==> config.mk <==
export PLATFORM = sky130hd
export DESIGN_NAME = pm_dstate_seq
export DESIGN_NICKNAME = d
export VERILOG_FILES = /design/src/rtl/pm_seq_pkg.sv /design/src/rtl/pm_rst_sync.sv /design/src/rtl/pm_post_rst_timer.sv /design/src/rtl/pm_nvm_reload.sv /design/src/rtl/pm_dstate_fsm.sv /design/src/rtl/pm_dstate_seq.sv
export SDC_FILE = /design/constraint.sdc
export NUM_CORES = 1
export LEC_CHECK = 0
export BUFFER_PORTS_ARGS = -buffer_cell sky130_fd_sc_hd__buf_4
export CORE_MARGIN = 2
export CORE_UTILIZATION = 40
export DETAILED_ROUTE_END_ITERATION = 8
export GPL_TIMING_DRIVEN = 0
export HOLD_SLACK_MARGIN = 0.02
export PLACE_DENSITY_LB_ADDON = 0.15
export SETUP_SLACK_MARGIN = 0.02
export SYNTH_ARGS = -nofsm -noshare
export SYNTH_HDL_FRONTEND = slang
export SYNTH_SLANG_ARGS = --single-unit
==> constraint.sdc <==
create_clock -name clk -period 2.74 [get_ports clk]
set_clock_uncertainty 0.2 [all_clocks]
set_input_delay 0.548 -clock clk [delete_from_list [all_inputs] [get_ports clk]]
set_output_delay 0.548 -clock clk [all_outputs]
set_load 0.005 [all_outputs]
==> src/rtl/pm_seq_pkg.sv <==
package pm_seq_pkg;

  typedef enum logic [1:0] {
    DS_D0U = 2'b00,
    DS_D0A = 2'b01,
    DS_DR  = 2'b10,
    DS_D3  = 2'b11
  } dstate_e;

  typedef enum logic [1:0] {
    LD_IDLE = 2'b00,
    LD_WAIT = 2'b01,
    LD_DONE = 2'b10
  } ld_state_e;

  localparam logic [1:0] PS_CODE_D0 = 2'b00;
  localparam logic [1:0] PS_CODE_D3 = 2'b11;

  localparam int unsigned N_MILESTONES = 3;
  localparam int unsigned MS_PWRGD = 0;
  localparam int unsigned MS_TRAIN = 1;
  localparam int unsigned MS_RESP  = 2;

endpackage

==> src/rtl/pm_rst_sync.sv <==
module pm_rst_sync #(
  parameter int unsigned STAGES = 2
) (
  input  logic clk,
  input  logic arst_n,
  output logic srst_n
);

  logic [STAGES-1:0] chain_q;

  always_ff @(posedge clk or negedge arst_n) begin
    if (!arst_n) begin
      chain_q <= '0;
    end else begin
      chain_q <= {chain_q[STAGES-2:0], 1'b1};
    end
  end

  assign srst_n = chain_q[STAGES-1];


  sync_low_on_pin_chk: assert property (@(posedge clk) !arst_n |-> !srst_n)
    else $error("synchronized reset high while pin low");

endmodule

==> src/rtl/pm_post_rst_timer.sv <==
module pm_post_rst_timer #(
  parameter int unsigned CLKPR_CYC = 4,
  parameter int unsigned TRAIN_CYC = 20,
  parameter int unsigned RESP_CYC  = 40
) (
  input  logic clk,
  input  logic rst_n,
  output logic pwrgd,
  output logic train_en,
  output logic rsp_en
);
  import pm_seq_pkg::*;

  localparam int unsigned MAX_A   = (CLKPR_CYC > TRAIN_CYC) ? CLKPR_CYC : TRAIN_CYC;
  localparam int unsigned MAX_CYC = (MAX_A > RESP_CYC) ? MAX_A : RESP_CYC;
  localparam int unsigned CW      = $clog2(MAX_CYC + 1);

  function automatic int unsigned thr_sel(int unsigned idx);
    case (idx)
      MS_PWRGD: thr_sel = CLKPR_CYC;
      MS_TRAIN: thr_sel = TRAIN_CYC;
      default:  thr_sel = RESP_CYC;
    endcase
  endfunction

  logic [CW-1:0]           cnt_q;
  logic [N_MILESTONES-1:0] hit_q;

  always_ff @(posedge clk) begin
    if (!rst_n) begin
      cnt_q <= '0;
    end else if (cnt_q != CW'(MAX_CYC)) begin
      cnt_q <= cnt_q + 1'b1;
    end
  end

  for (genvar g = 0; g < N_MILESTONES; g++) begin : g_ms
    localparam int unsigned THR = thr_sel(g);
    always_ff @(posedge clk) begin
      if (!rst_n) begin
        hit_q[g] <= 1'b0;
      end else if (cnt_q == CW'(THR - 1)) begin
        hit_q[g] <= 1'b1;
      end
    end
  end

  assign pwrgd    = hit_q[MS_PWRGD];
  assign train_en = hit_q[MS_TRAIN];
  assign rsp_en   = hit_q[MS_RESP];


  pwrgd_sticky_chk: assert property (@(posedge clk) disable iff (!rst_n)
    pwrgd |=> pwrgd) else $error("power-good dropped without reset");


  train_sticky_chk: assert property (@(posedge clk) disable iff (!rst_n)
    train_en |=> train_en) else $error("training grant dropped without reset");


  rsp_after_train_chk: assert property (@(posedge clk) disable iff (!rst_n)
    rsp_en |-> train_en) else $error("responses allowed before training");

endmodule

==> src/rtl/pm_nvm_reload.sv <==
module pm_nvm_reload (
  input  logic clk,
  input  logic rst_n,
  input  logic pwrgd,
  output logic load_req,
  input  logic rsp_valid,
  output logic rsp_ready,
  input  logic rsp_apm_wake,
  output logic phy_rst,
  output logic wake_en,
  output logic done
);
  import pm_seq_pkg::*;

  ld_state_e st_q;
  logic      take;

  assign take = rsp_valid && rsp_ready;

  always_ff @(posedge clk) begin
    if (!rst_n) begin
      st_q      <= LD_IDLE;
      load_req  <= 1'b0;
      rsp_ready <= 1'b0;
      phy_rst   <= 1'b1;
      wake_en   <= 1'b0;
      done      <= 1'b0;
    end else begin
      load_req <= 1'b0;
      unique case (st_q)
        LD_IDLE: begin
          if (pwrgd) begin
            st_q      <= LD_WAIT;
            load_req  <= 1'b1;
            rsp_ready <= 1'b1;
            phy_rst   <= 1'b1;
            wake_en   <= 1'b0;
          end
        end
        LD_WAIT: begin
          if (take) begin
            st_q      <= LD_DONE;
            rsp_ready <= 1'b0;
            phy_rst   <= 1'b0;
            wake_en   <= rsp_apm_wake;
            done      <= 1'b1;
          end
        end
        default: begin
          st_q <= LD_DONE;
        end
      endcase
    end
  end


  load_after_pwrgd_chk: assert property (@(posedge clk) disable iff (!rst_n)
    load_req |-> pwrgd) else $error("reload requested before power-good");


  phy_held_while_waiting_chk: assert property (@(posedge clk) disable iff (!rst_n)
    rsp_ready |-> (phy_rst && !wake_en)) else $error("PHY released during reload");


  take_releases_phy_chk: assert property (@(posedge clk) disable iff (!rst_n)
    take |=> (!phy_rst && !rsp_ready)) else $error("reply taken but PHY still held");


  no_release_without_reply_chk: assert property (@(posedge clk) disable iff (!rst_n)
    (phy_rst && !take) |=> phy_rst) else $error("PHY released without a reply");

endmodule

==> src/rtl/pm_dstate_fsm.sv <==
module pm_dstate_fsm (
  input  logic       clk,
  input  logic       rst_n,
  input  logic       bringup_done,
  input  logic       pmcsr_wr,
  input  logic [1:0] pmcsr_pstate,
  input  logic       cmd_wr,
  input  logic       cmd_mem_en,
  output logic [1:0] dstate,
  output logic       l1_req
);
  import pm_seq_pkg::*;

  dstate_e st_q, st_d;
  logic    ps_to_d3, ps_to_d0, mem_on;

  assign ps_to_d3 = pmcsr_wr && (pmcsr_pstate == PS_CODE_D3);
  assign ps_to_d0 = pmcsr_wr && (pmcsr_pstate == PS_CODE_D0);
  assign mem_on   = cmd_wr && cmd_mem_en;

  always_comb begin
    st_d = st_q;
    unique case (st_q)
      DS_DR: begin
        if (bringup_done) st_d = DS_D0U;
      end
      DS_D0U: begin
        if (ps_to_d3)    st_d = DS_D3;
        else if (mem_on) st_d = DS_D0A;
      end
      DS_D0A: begin
        if (ps_to_d3) st_d = DS_D3;
      end
      DS_D3: begin
        if (ps_to_d0) st_d = DS_D0A;
      end
      default: st_d = DS_DR;
    endcase
  end

  always_ff @(posedge clk) begin
    if (!rst_n) begin
      st_q   <= DS_DR;
      l1_req <= 1'b0;
    end else begin
      st_q   <= st_d;
      l1_req <= (st_d == DS_D3);
    end
  end

  assign dstate = st_q;


  d3_entry_chk: assert property (@(posedge clk) disable iff (!rst_n)
    (ps_to_d3 && (st_q == DS_D0U || st_q == DS_D0A)) |=> (st_q == DS_D3 && l1_req))
    else $error("power-state write 11 did not enter D3");


  d3_exit_chk: assert property (@(posedge clk) disable iff (!rst_n)
    (st_q == DS_D3 && ps_to_d0) |=> (st_q == DS_D0A && !l1_req))
    else $error("power-state write 00 did not leave D3");


  d3_hold_chk: assert property (@(posedge clk) disable iff (!rst_n)
    (st_q == DS_D3 && !ps_to_d0) |=> st_q == DS_D3)
    else $error("D3 left without a D0 write");


  dr_hold_chk: assert property (@(posedge clk) disable iff (!rst_n)
    (st_q == DS_DR && !bringup_done) |=> st_q == DS_DR)
    else $error("reset state left before bring-up");

endmodule

==> src/rtl/pm_dstate_seq.sv <==
module pm_dstate_seq #(
  parameter int unsigned SYNC_STAGES = 2,
  parameter int unsigned CLKPR_CYC   = 4,
  parameter int unsigned TRAIN_CYC   = 20,
  parameter int unsigned RESP_CYC    = 40
) (
  input  logic       clk,
  input  logic       perst_n,
  input  logic       cfg_pmcsr_wr,
  input  logic [1:0] cfg_pmcsr_pstate,
  input  logic       cfg_cmd_wr,
  input  logic       cfg_cmd_mem_en,
  output logic       nvm_load_req,
  input  logic       nvm_rsp_valid,
  output logic       nvm_rsp_ready,
  input  logic       nvm_rsp_apm_wake,
  output logic [1:0] dstate,
  output logic       link_l1_req,
  output logic       int_pwrgd,
  output logic       phy_rst,
  output logic       wake_en,
  output logic       link_train_en,
  output logic       cfg_rsp_en
);
  import pm_seq_pkg::*;

  logic perst_sync_n;
  logic bringup_done;

  pm_rst_sync #(.STAGES(SYNC_STAGES)) u_rst_sync (
    .clk    (clk),
    .arst_n (perst_n),
    .srst_n (perst_sync_n)
  );

  pm_post_rst_timer #(
    .CLKPR_CYC (CLKPR_CYC),
    .TRAIN_CYC (TRAIN_CYC),
    .RESP_CYC  (RESP_CYC)
  ) u_timer (
    .clk      (clk),
    .rst_n    (perst_sync_n),
    .pwrgd    (int_pwrgd),
    .train_en (link_train_en),
    .rsp_en   (cfg_rsp_en)
  );

  pm_nvm_reload u_reload (
    .clk          (clk),
    .rst_n        (perst_sync_n),
    .pwrgd        (int_pwrgd),
    .load_req     (nvm_load_req),
    .rsp_valid    (nvm_rsp_valid),
    .rsp_ready    (nvm_rsp_ready),
    .rsp_apm_wake (nvm_rsp_apm_wake),
    .phy_rst      (phy_rst),
    .wake_en      (wake_en),
    .done         (bringup_done)
  );

  pm_dstate_fsm u_fsm (
    .clk          (clk),
    .rst_n        (perst_sync_n),
    .bringup_done (bringup_done),
    .pmcsr_wr     (cfg_pmcsr_wr),
    .pmcsr_pstate (cfg_pmcsr_pstate),
    .cmd_wr       (cfg_cmd_wr),
    .cmd_mem_en   (cfg_cmd_mem_en),
    .dstate       (dstate),
    .l1_req       (link_l1_req)
  );


  reset_values_chk: assert property (@(posedge clk)
    !perst_sync_n |=> (dstate == DS_DR && phy_rst && !int_pwrgd && !wake_en &&
                       !link_train_en && !cfg_rsp_en && !link_l1_req &&
                       !nvm_load_req && !nvm_rsp_ready))
    else $error("outputs not at reset values");


  phy_needs_pwrgd_chk: assert property (@(posedge clk) disable iff (!perst_sync_n)
    !phy_rst |-> int_pwrgd) else $error("PHY out of reset without power-good");


  active_needs_phy_chk: assert property (@(posedge clk) disable iff (!perst_sync_n)
    (dstate != DS_DR) |-> !phy_rst) else $error("left reset state with PHY held");


  wake_needs_phy_chk: assert property (@(posedge clk) disable iff (!perst_sync_n)
    wake_en |-> !phy_rst) else $error("wake enabled while PHY held");

endmodule

# Yosys cells after proc, flatten, opt, wreduce, memory -nomap -nowiden
# Cells that the tools add are included.
op_classes:
  n_addsub: 1
  n_mux: 16
  reduce_logical: 12
  eq_ne: 12
op_table:
  columns: ["operator", "count"]
  rows:
  - ["$mux W2", 7]
  - ["$eq A2 B2 Y1 const B", 4]
  - ["$pmux W2 S4", 1]
  - ["$add A6 B1 Y6 const B", 1]
  - ["$eq A6 B2 Y1 const B", 1]
  - ["$eq A6 B5 Y1 const B", 1]
  - ["$eq A6 B6 Y1 const B", 1]
  - ["$logic_not A2 Y1", 3]
  - ["$ne A6 B6 Y1 const B", 1]
  - ["$reduce_and A2 Y1", 3]
  - ["$mux W1", 5]
  - ["$eq A2 B1 Y1 const B", 2]
  - ["$logic_and A1 B1 Y1", 4]
  - ["$pmux W1 S2", 2]
  - ["$pmux W2 S2", 1]
  - ["$reduce_and A3 Y1", 1]
  - ["$ne A2 B1 Y1 const B", 1]
  - ["$ne A2 B2 Y1 const B", 1]
  - ["$reduce_bool A2 Y1", 1]
word_totals:
  elab_cells: 54
  out_inout_bits: 10
  input_bits: 9
  ff_bits: 21

# Longest topological paths before layout
# Gate-level depths: netlist (run 1).
depth:
  depth_word: 5
  depth_mapped: 5
  ltp_nobuf: 5

# Hierarchy
# A second synthesis (run 1) with hierarchy kept.
unflattened:
  hier_cells: 89
  area_unflattened_um2: 880.8
modules_own_cells:
  columns: ["module", "seq_area_each_um2", "area_each_um2", "instances", "cells_per_inst"]
  rows:
  - ["pm_post_rst_timer", 180.2, 435.4, 1, 46]
  - ["pm_nvm_reload", 140.1, 246.5, 1, 24]
  - ["pm_dstate_fsm", 60.1, 145.1, 1, 16]
  - ["pm_rst_sync", 50.0, 53.8, 1, 3]

# Worst setup path after synthesis (run 1)
# OpenSTA, ideal clock, no wires.
synth_timing:
  kind: "input to register"
  from: "input port cfg_pmcsr_wr"
  to: "register u_fsm.l1_req"
  setup_time_ns: 0.122
  arrival_time_ns: 1.149
  path_stages: 3
  required_ns: 2.418
  n_path_buf: 0
  path_slack_ns: 1.269
  path_cell_list: "and3_1 o311a_1 nor3b_1"
synth_via:
  elab_chain_len: 4
  word_cells_on_any_way: 7
  cone_classes: "eq/ne: 1; mux: 4; reduce/logical: 2"
synth_lines:
  columns: ["element", "line_no", "source"]
  rows:
  - ["start, declared", "pm_dstate_seq.sv:9", "input logic cfg_pmcsr_wr,"]
  - ["$logic_and A1 B1 Y1 (on tied branches)", "pm_dstate_fsm.sv:18, pm_dstate_fsm.sv:17", null]
  - ["$mux W2 (on tied branches)", "pm_dstate_fsm.sv:35, pm_dstate_fsm.sv:28, pm_dstate_fsm.sv:32", null]
  - ["$pmux W2 S4 *", "pm_dstate_fsm.sv:23", "unique case (st_q)"]
  - ["$eq A2 B2 Y1 *", "pm_dstate_fsm.sv:47", "l1_req <= (st_d == DS_D3);"]
  - ["end signal, assigned", "pm_dstate_fsm.sv:47", null]
  - ["end, declared", "pm_dstate_fsm.sv:10", "output logic l1_req"]
# Every way passes the cells marked *; elsewhere a longest branch is shown, timed or not.
# A chain may end at the register's enable or synchronous reset.

# Worst setup path in the final report (run 1)
layout_timing:
  from: "register u_timer.hit_q[0] (netlist: u_timer.pwrgd)"
  to: "output port int_pwrgd"
layout_rtl:
  columns: ["element", "line_no", "source"]
  rows:
  - ["start, declared", "pm_post_rst_timer.sv:27", "logic [N_MILESTONES-1:0] hit_q;"]
  - ["start signal, assigned by index", "pm_post_rst_timer.sv:41", "hit_q[g] <= 1'b0;"]
  - ["start signal, assigned by index", "pm_post_rst_timer.sv:43", "hit_q[g] <= 1'b1;"]
  - ["end, declared", "pm_dstate_seq.sv:19", "output logic int_pwrgd,"]
# No word-level cell between the ends.

==> results of run 1 <==
## placed cells by master (no fill, tap or decap), drive strengths merged, types with 3 or more instances in the layout
| cell | n |
|---|---|
| o21ai | 3 |
| a21oi | 4 |
| buf | 19 |
| and2 | 3 |
| and3 | 4 |
| clkbuf | 5 |
| mux2i | 3 |
| nand2b | 3 |
| nor2b | 3 |
| nand2 | 10 |
| inv | 4 |
| nand3 | 3 |
| dfxtp | 19 |
## area by class of cell
| class | count | area [µm²] | share of cell area |
|---|---|---|---|
| Buffer | 2 | 8.76 | 0.00835 |
| Clock buffer | 4 | 26.3 | 0.0251 |
| Inverter | 4 | 15.0 | 0.0143 |
| Multi-Input combinational cell | 60 | 389 | 0.371 |
| Sequential cell | 21 | 430 | 0.410 |
| Tap cell | 27 | 33.8 | 0.0322 |
| Timing Repair Buffer | 19 | 145 | 0.138 |
## sequential cells by signal, indices dropped and copies added, names as in the netlist
name and cells:
u_reload.wake_en 1, u_reload.load_req 1, u_timer.train_en 1, u_reload.phy_rst 1, u_timer.pwrgd 1, u_reload.rsp_ready 1
u_reload.st_q 2, u_fsm.dstate 2, u_fsm.l1_req 1, u_reload.done 1, u_timer.cnt_q 6, u_timer.rsp_en 1
u_rst_sync.chain_q 2
## power groups by stage
| stage | clock [mW] | sequential (mW) | combinational (mW) |
|---|---|---|---|
| 2_1_floorplan | 0 | 0.328 | 0.0211 |
| 3_3_place_gp | 0 | 0.330 | 0.0378 |
| 3_5_place_dp | 0 | 0.330 | 0.0390 |
| 4_1_cts | 0.155 | 0.324 | 0.0401 |
| 5_1_grt | 0.164 | 0.325 | 0.0451 |
| 6_report | 0.142 | 0.323 | 0.0393 |
## logic make-up (layout without fill, tap and decap cells)
family,count (synthesis),in the layout,synth area share
fa+ha+maj,2,2,0.0297
other cells,1,1,0.00445
flops,21,21,0.510
mux,3,3,0.0356
simple gates,39,39,0.272
xor+xnor,3,3,0.0312
buf+inv,6,29,0.0282
compound gates,12,12,0.0890
## worst paths after layout
kind                       cells past startpoint               endpoint  slack [ns]
max                                            1              int_pwrgd        1.13
min                                            0  u_rst_sync.chain_q[1]        0.16
max reg2reg                                    4          u_timer.pwrgd        1.27
min reg2reg                                    0  u_rst_sync.chain_q[1]        0.16
max in group asynchronous                      2  u_rst_sync.chain_q[1]        1.90
min in group asynchronous                      2  u_rst_sync.chain_q[0]        0.36
## metrics by stage
step	worst slack, ns	area [µm²]	std cells	hold slack (ns)	power [mW]
2_1_floorplan	1.27	843	87	0.0524	0.349
3_5_place_dp	1.09	1010	132	0.132	0.369
3_3_place_gp	1.11	1010	132	0.131	0.368
4_1_cts	1.10	1050	137	0.166	0.519
6_report	1.13	1050	137	0.163	0.505
5_1_grt	1.06	1050	137	0.171	0.535
## metal layers
metal / up-vias / routed length (µm) / GRT usage
met5: - / 0 / 0
met1: 306 / 648 / 0.157
met2: 10 / 779 / 0.227
met3: 2 / 46 / 0.0394
met4: 0 / 14 / 0.0694
li1: 346 / - / -
==> key figures, run 1 <==
Clock tree
  – Post-CTS Setup Bufs: 0
  – CTS tree: done
  – CTS Sinks: 21
  – Worst-case clock buffer depth: 2
  – Post-CTS sizing: 0
  – CTS buffer count: 3
  – Clk_lat worst skew: 0.30 ns
  – Htree depth: 1
  – Root buffer cell: clkbuf_4
  – Clk slew on worst S/H paths: 0.11 ns
  – # hold bufs at CTS: 1

Timing
  – Final Hold Fails: 0
  – Max Fclk: roughly 0.62 GHz
  – Fin. max-slew vios: 0
  – Final min period: 1.61 ns
  – Unrepaired setup endpoints after global routing: no
  – Period utilization: 0.586
  – Setup TNS: 0 ns
  – Setup violators final: 0

Routing
  – Final ANT Viol Nets: 0
  – Wire length per cell: 10.9 µm
  – DR iter-0 viols: 11
  – Vias per cell: 4.85
  – Routed wire length: between 1 and 1.5 mm
  – DR vias: 664
  – Drt pass-1 iters: 3
  – DRC viols: 0

Critical path
  – WP data required: 1.99 ns
  – Worst path slowest cell: dfxtp_1
  – Worst path top cell family by delay: flip-flops
  – Crit. End Element: primary output
  – Critical path's largest stage delay: 0.42 ns
  – CP Max Fanout: 5
  – Crit-path cells: buf_4
  – Setup crit start kind: flop
  – Crit path from: u_timer.pwrgd
  – Critical Path AT: 0.86 ns
  – Worst r2r src: u_timer.cnt_q[0]
  – CP Buf/Inv Count: 1
  – Setup CP Type: reg -> out

Floorplan
  – Die area: 0.00249 mm²
  – Core area: 0.00198 mm²
  – Starting Density: 0.426
  – Die H: 49.9 µm
  – Cell Rows: 16
  – Die width: 49.9 µm
  – # IOs: 19

Min path
  – Min-delay worst type: reg -> reg
  – Hold Crit Start: u_rst_sync.chain_q[0]

Final layout
  – Layout Utilization: 0.529
  – Fin nets: 122
  – Area added between synthesis and finish: 24.3%
  – Fraction of layout cells with a size suffix above 1: 0.218
  – Filler cells: 208
  – # diodes: 0

Global route
  – Initial antenna violation count: 0
  – Tot GR Track Use: 0.136
  – Grt total ovfl: 0
  – Vias in the first global route: approximately 620
  – First-pass GRT wire length: 2.53 mm
  – Largest net degree at the start of global routing: 12

Pwr
  – Power share of the clock group: 0.282
  – P_int: 0.394 mW
  – Leakage: 0.443 nW
  – Net switching power figure: 0.111 mW
  – Switching Share: 0.220
  – Combinational share of power: 0.078
  – Worst vdd ir: between 300 and 400 µV
  – Flop pwr share: 0.640
  – Pwr/cell area: 482 mW/mm²

Synthesis
  – Avg Inst Size Synth: 9.69 µm²
  – Post-synthesis cell count: 87
  – Commonest cells in the netlist: dfxtp_1, nand2_1, a21oi_1, and3_1, inv_1
  – Post-synth top area share: 0.451
  – Syn Nets: 98
  – Number of synthesized flops with an enable pin: 0
  – Yosys cell types: 33
  – Sequential fraction of the synthesis area: 0.510
  – Prevailing post-synth register cell: dfxtp_1
  – Yosys warns: 0
  – Count leader, synth: dfxtp_1
  – Async SR Flop Fraction: 0.0952
  – Seq cells post-synth: 21
  – Ranking of synthesized cells by area: dfxtp_1, dfrtp_1, nand2_1, mux2i_1, and3_1
  – Yosys top cell by area: dfxtp_1
  – Synthesized cell area: 843 µm²

Run
  – Total of max-cap violations: 0

Placement
  – RD Place Congestion: 0.746
  – Dpl hpwl: 1.20 mm
  – Input/output buffers: 18

Run status
  – Run status: finished clean
(Power assumes the default switching activity.)
==> run 2: changes to the inputs <==
clock period = 1.4 ns   (was 2.74 ns; I/O delays follow)
==> run 2 against run 1 <==
Compared with the run above:
- the flow now finishes with violations (negative setup slack)
- count of clock-buffer cells in the layout is the same
- critical path depth grew 4
- combinational power grew to 2.7 times the previous value
- clock power grew 99%
- design area grew 11%
- critical path type is now reg -> reg
- critical endpoint is now u_timer.cnt_q[2]
- largest power group unchanged
==> key figures, run 2 (same netlist as run 1, synthesis figures left out) <==
Critical path
  – Setup crit start kind: flop (unchanged)
  – Worst path slowest cell: dfxtp_2 (was dfxtp_1)
  – Crit. End Element: flop (was primary output)
  – Crit path from: u_timer.cnt_q[1] (was u_timer.pwrgd)
  – Setup CP Type: reg -> reg (was reg -> out)
  – Reg2reg end: u_timer.cnt_q[2] (was u_timer.pwrgd)
  – CP Max Fanout: 3 (was 5)
  – Critical path depth: 5 (was 1)
  – R2R depth: 5 (was 4)
  – CP endpoint: u_timer.cnt_q[2] (was int_pwrgd)
  – Critical path's largest stage delay: 0.35 ns (was 0.42 ns)
  – Critical Path AT: 1.41 ns (was 0.86 ns)
  – Worst path top cell family by delay: simple AND/OR/NAND/NOR gates (was flip-flops)
  – CP Buf/Inv Count: 1 (unchanged)
  – R2R Setup Slk: -0.01 ns (was 1.27 ns)
  – WP data required: 1.40 ns (was 1.99 ns)
  – Worst r2r src: u_timer.cnt_q[1] (was u_timer.cnt_q[0])
  – Crit-path cells: inv_2 > ha_4 > nand2_2 > or3_4 > and3_4 (was buf_4)

Global route
  – Tot GR Track Use: 0.144 (was 0.136)
  – Initial antenna violation count: 0 (unchanged)
  – Grt total ovfl: 0 (unchanged)
  – Largest net degree at the start of global routing: 12 (unchanged)
  – First-pass GRT wire length: 2.68 mm (was 2.53 mm)
  – Vias in the first global route: 646 (was 615)

Clock tree
  – Worst-case clock buffer depth: 2 (unchanged)
  – CTS buffer count: 3 (unchanged)
  – CTS Sinks: 21 (unchanged)
  – Root buffer cell: clkbuf_4 (unchanged)
  – CTS tree: done (unchanged)
  – Htree depth: 1 (unchanged)
  – Clk_lat worst skew: 0.30 ns (about the same)
  – Clk slew on worst S/H paths: 0.11 ns (about the same)

Run
  – Total of max-cap violations: 0 (unchanged)

Final layout
  – Filler cells: 197 (was 208)
  – Fraction of layout cells with a size suffix above 1: 0.395 (was 0.218)
  – Final instance area: 0.00116 mm² (was 0.00105 mm²)
  – Largest reg by FF count: u_timer.cnt_q (unchanged)
  – Largest register FFs: 6 (unchanged)
  – Most common cell after layout, fill and taps aside: buf_4 (was dfxtp_1)
  – # diodes: 0 (unchanged)
  – Area added between synthesis and finish: 37.4% (was 24.3%)
  – Most frequent cells in the layout: buf_4, dfxtp_1, nand2_1 (was dfxtp_1, buf_4, nand2_1)
  – Fin nets: 126 (was 122)

Routing
  – DRC viols: 0 (unchanged)
  – DR vias: 684 (was 664)
  – Routed wire length: 1.67 mm (was 1.49 mm)
  – Vias per cell: 4.85 (about the same)
  – Drt pass-1 iters: 4 (was 3)
  – Final ANT Viol Nets: 0 (unchanged)
  – Wire length per cell: 11.8 µm (was 10.9 µm)
  – DR iter-0 viols: 13 (was 11)

Run status
  – Failing checks: negative setup slack
  – Run status: complete, but fails checks (was finished clean)

Floorplan
  – Die area: 0.00249 mm² (unchanged)
  – Die width: 49.9 µm (unchanged)
  – Core area: 0.00198 mm² (unchanged)
  – # IOs: 19 (unchanged)
  – Starting Density: 0.426 (unchanged)
  – Die H: 49.9 µm (unchanged)
  – Cell Rows: 16 (unchanged)

Timing
  – Setup violators final: 2 (was 0)
  – Unrepaired setup endpoints after global routing: yes (was no)
  – Period utilization: 1.01
  – Final min period: ~1.4 ns
  – Setup ws final: -0.0137 ns (was 1.13 ns)
  – Final Hold Fails: 0 (unchanged)
  – Max Fclk: about 0.71 GHz
  – Fin. max-slew vios: 0 (unchanged)

Placement
  – RD Place Congestion: 0.746 (unchanged)
  – Input/output buffers: 18 (unchanged)
  – Placed instance area: 0.00101 mm² (unchanged)
  – Dpl hpwl: 1.20 mm (unchanged)

Pwr
  – Leakage: 0.467 nW (was 0.443 nW)
  – Total power: 1.03 mW (was 0.505 mW)
  – Worst vdd ir: 671 µV (was 322 µV)
  – Pwr/cell area: 886 mW/mm² (was 482 mW/mm²)

Min path
  – Min-delay worst type: in -> reg (was reg -> reg)
==> run 2: report_power, final <==
part	internal [mW]	switching, mW
combinational	0.0637	0.0447
sequential	0.617	0.0196
clock	0.111	0.171
==> run 2: what timing repair did <==
item	CTS	global route
buffers inserted	4	0
endpoints found under the hold margin	2	0
setup endpoints to repair	7	8
hold buffers	1	0
resized for setup	9	13
cloned	0	0
pin swaps	4	1
==> run 2: per-layer routing <==
| metal | up-vias | GRT usage | part of all wire |
|---|---|---|---|
| met5 | - | 0 | 0 |
| met4 | 0 | 0.0694 | 0.016 |
| met3 | 4 | 0.0394 | 0.029 |
| met2 | 10 | 0.244 | 0.54 |
| met1 | 320 | 0.166 | 0.42 |
| li1 | 350 | - | - |
==> run 2: per-stage QoR <==
| stage | setup WS, ns | hold WS [ns] | utilization | setup TNS [ns] | instances |
|---|---|---|---|---|---|
| after global routing | -0.0419 | 0.0354 | 0.585 | -0.157 | 141 |
| after global placement | -0.0667 | -0.137 | 0.511 | -0.131 | 132 |
| final | -0.0137 | 0.0454 | 0.585 | -0.0157 | 141 |
| after floorplan | 0.0605 | -0.216 | - | 0 | 87 |
| after detailed placement | -0.0523 | -0.136 | 0.511 | -0.207 | 132 |
| after CTS | -0.0391 | 0.0384 | 0.559 | -0.139 | 141 |
==> run 2: worst min path at each step <==
stage / from / endpoint / depth (start not counted)
4_1_cts: nvm_rsp_apm_wake / u_reload.wake_en / 3
6_report: nvm_rsp_apm_wake / u_reload.wake_en / 3
2_1_floorplan: perst_n / u_rst_sync.chain_q[0] / 0
3_3_place_gp: perst_n / u_rst_sync.chain_q[0] / 1
5_1_grt: nvm_rsp_apm_wake / u_reload.wake_en / 3
3_5_place_dp: perst_n / u_rst_sync.chain_q[1] / 1
==> run 2: area by class of cell <==
type                    instances  area (µm²)  area share
plain buffers                   2        8.76     0.00756
clock buffers                   4        26.3      0.0227
inverters                       4        15.0      0.0130
multi-input cells              60         458       0.395
flip-flops and latches         21         442       0.381
well taps                      27        33.8      0.0292
repair buffers                 23         175       0.151
==> run 2: tightest hold or removal path, delay by kind of cell <==
family | cells | cell delay, ns
AOI/OAI and AO/OA | 1 | 0.06
and+or+nand+nor | 1 | 0.05
buffers and inverters | 1 | 0.11
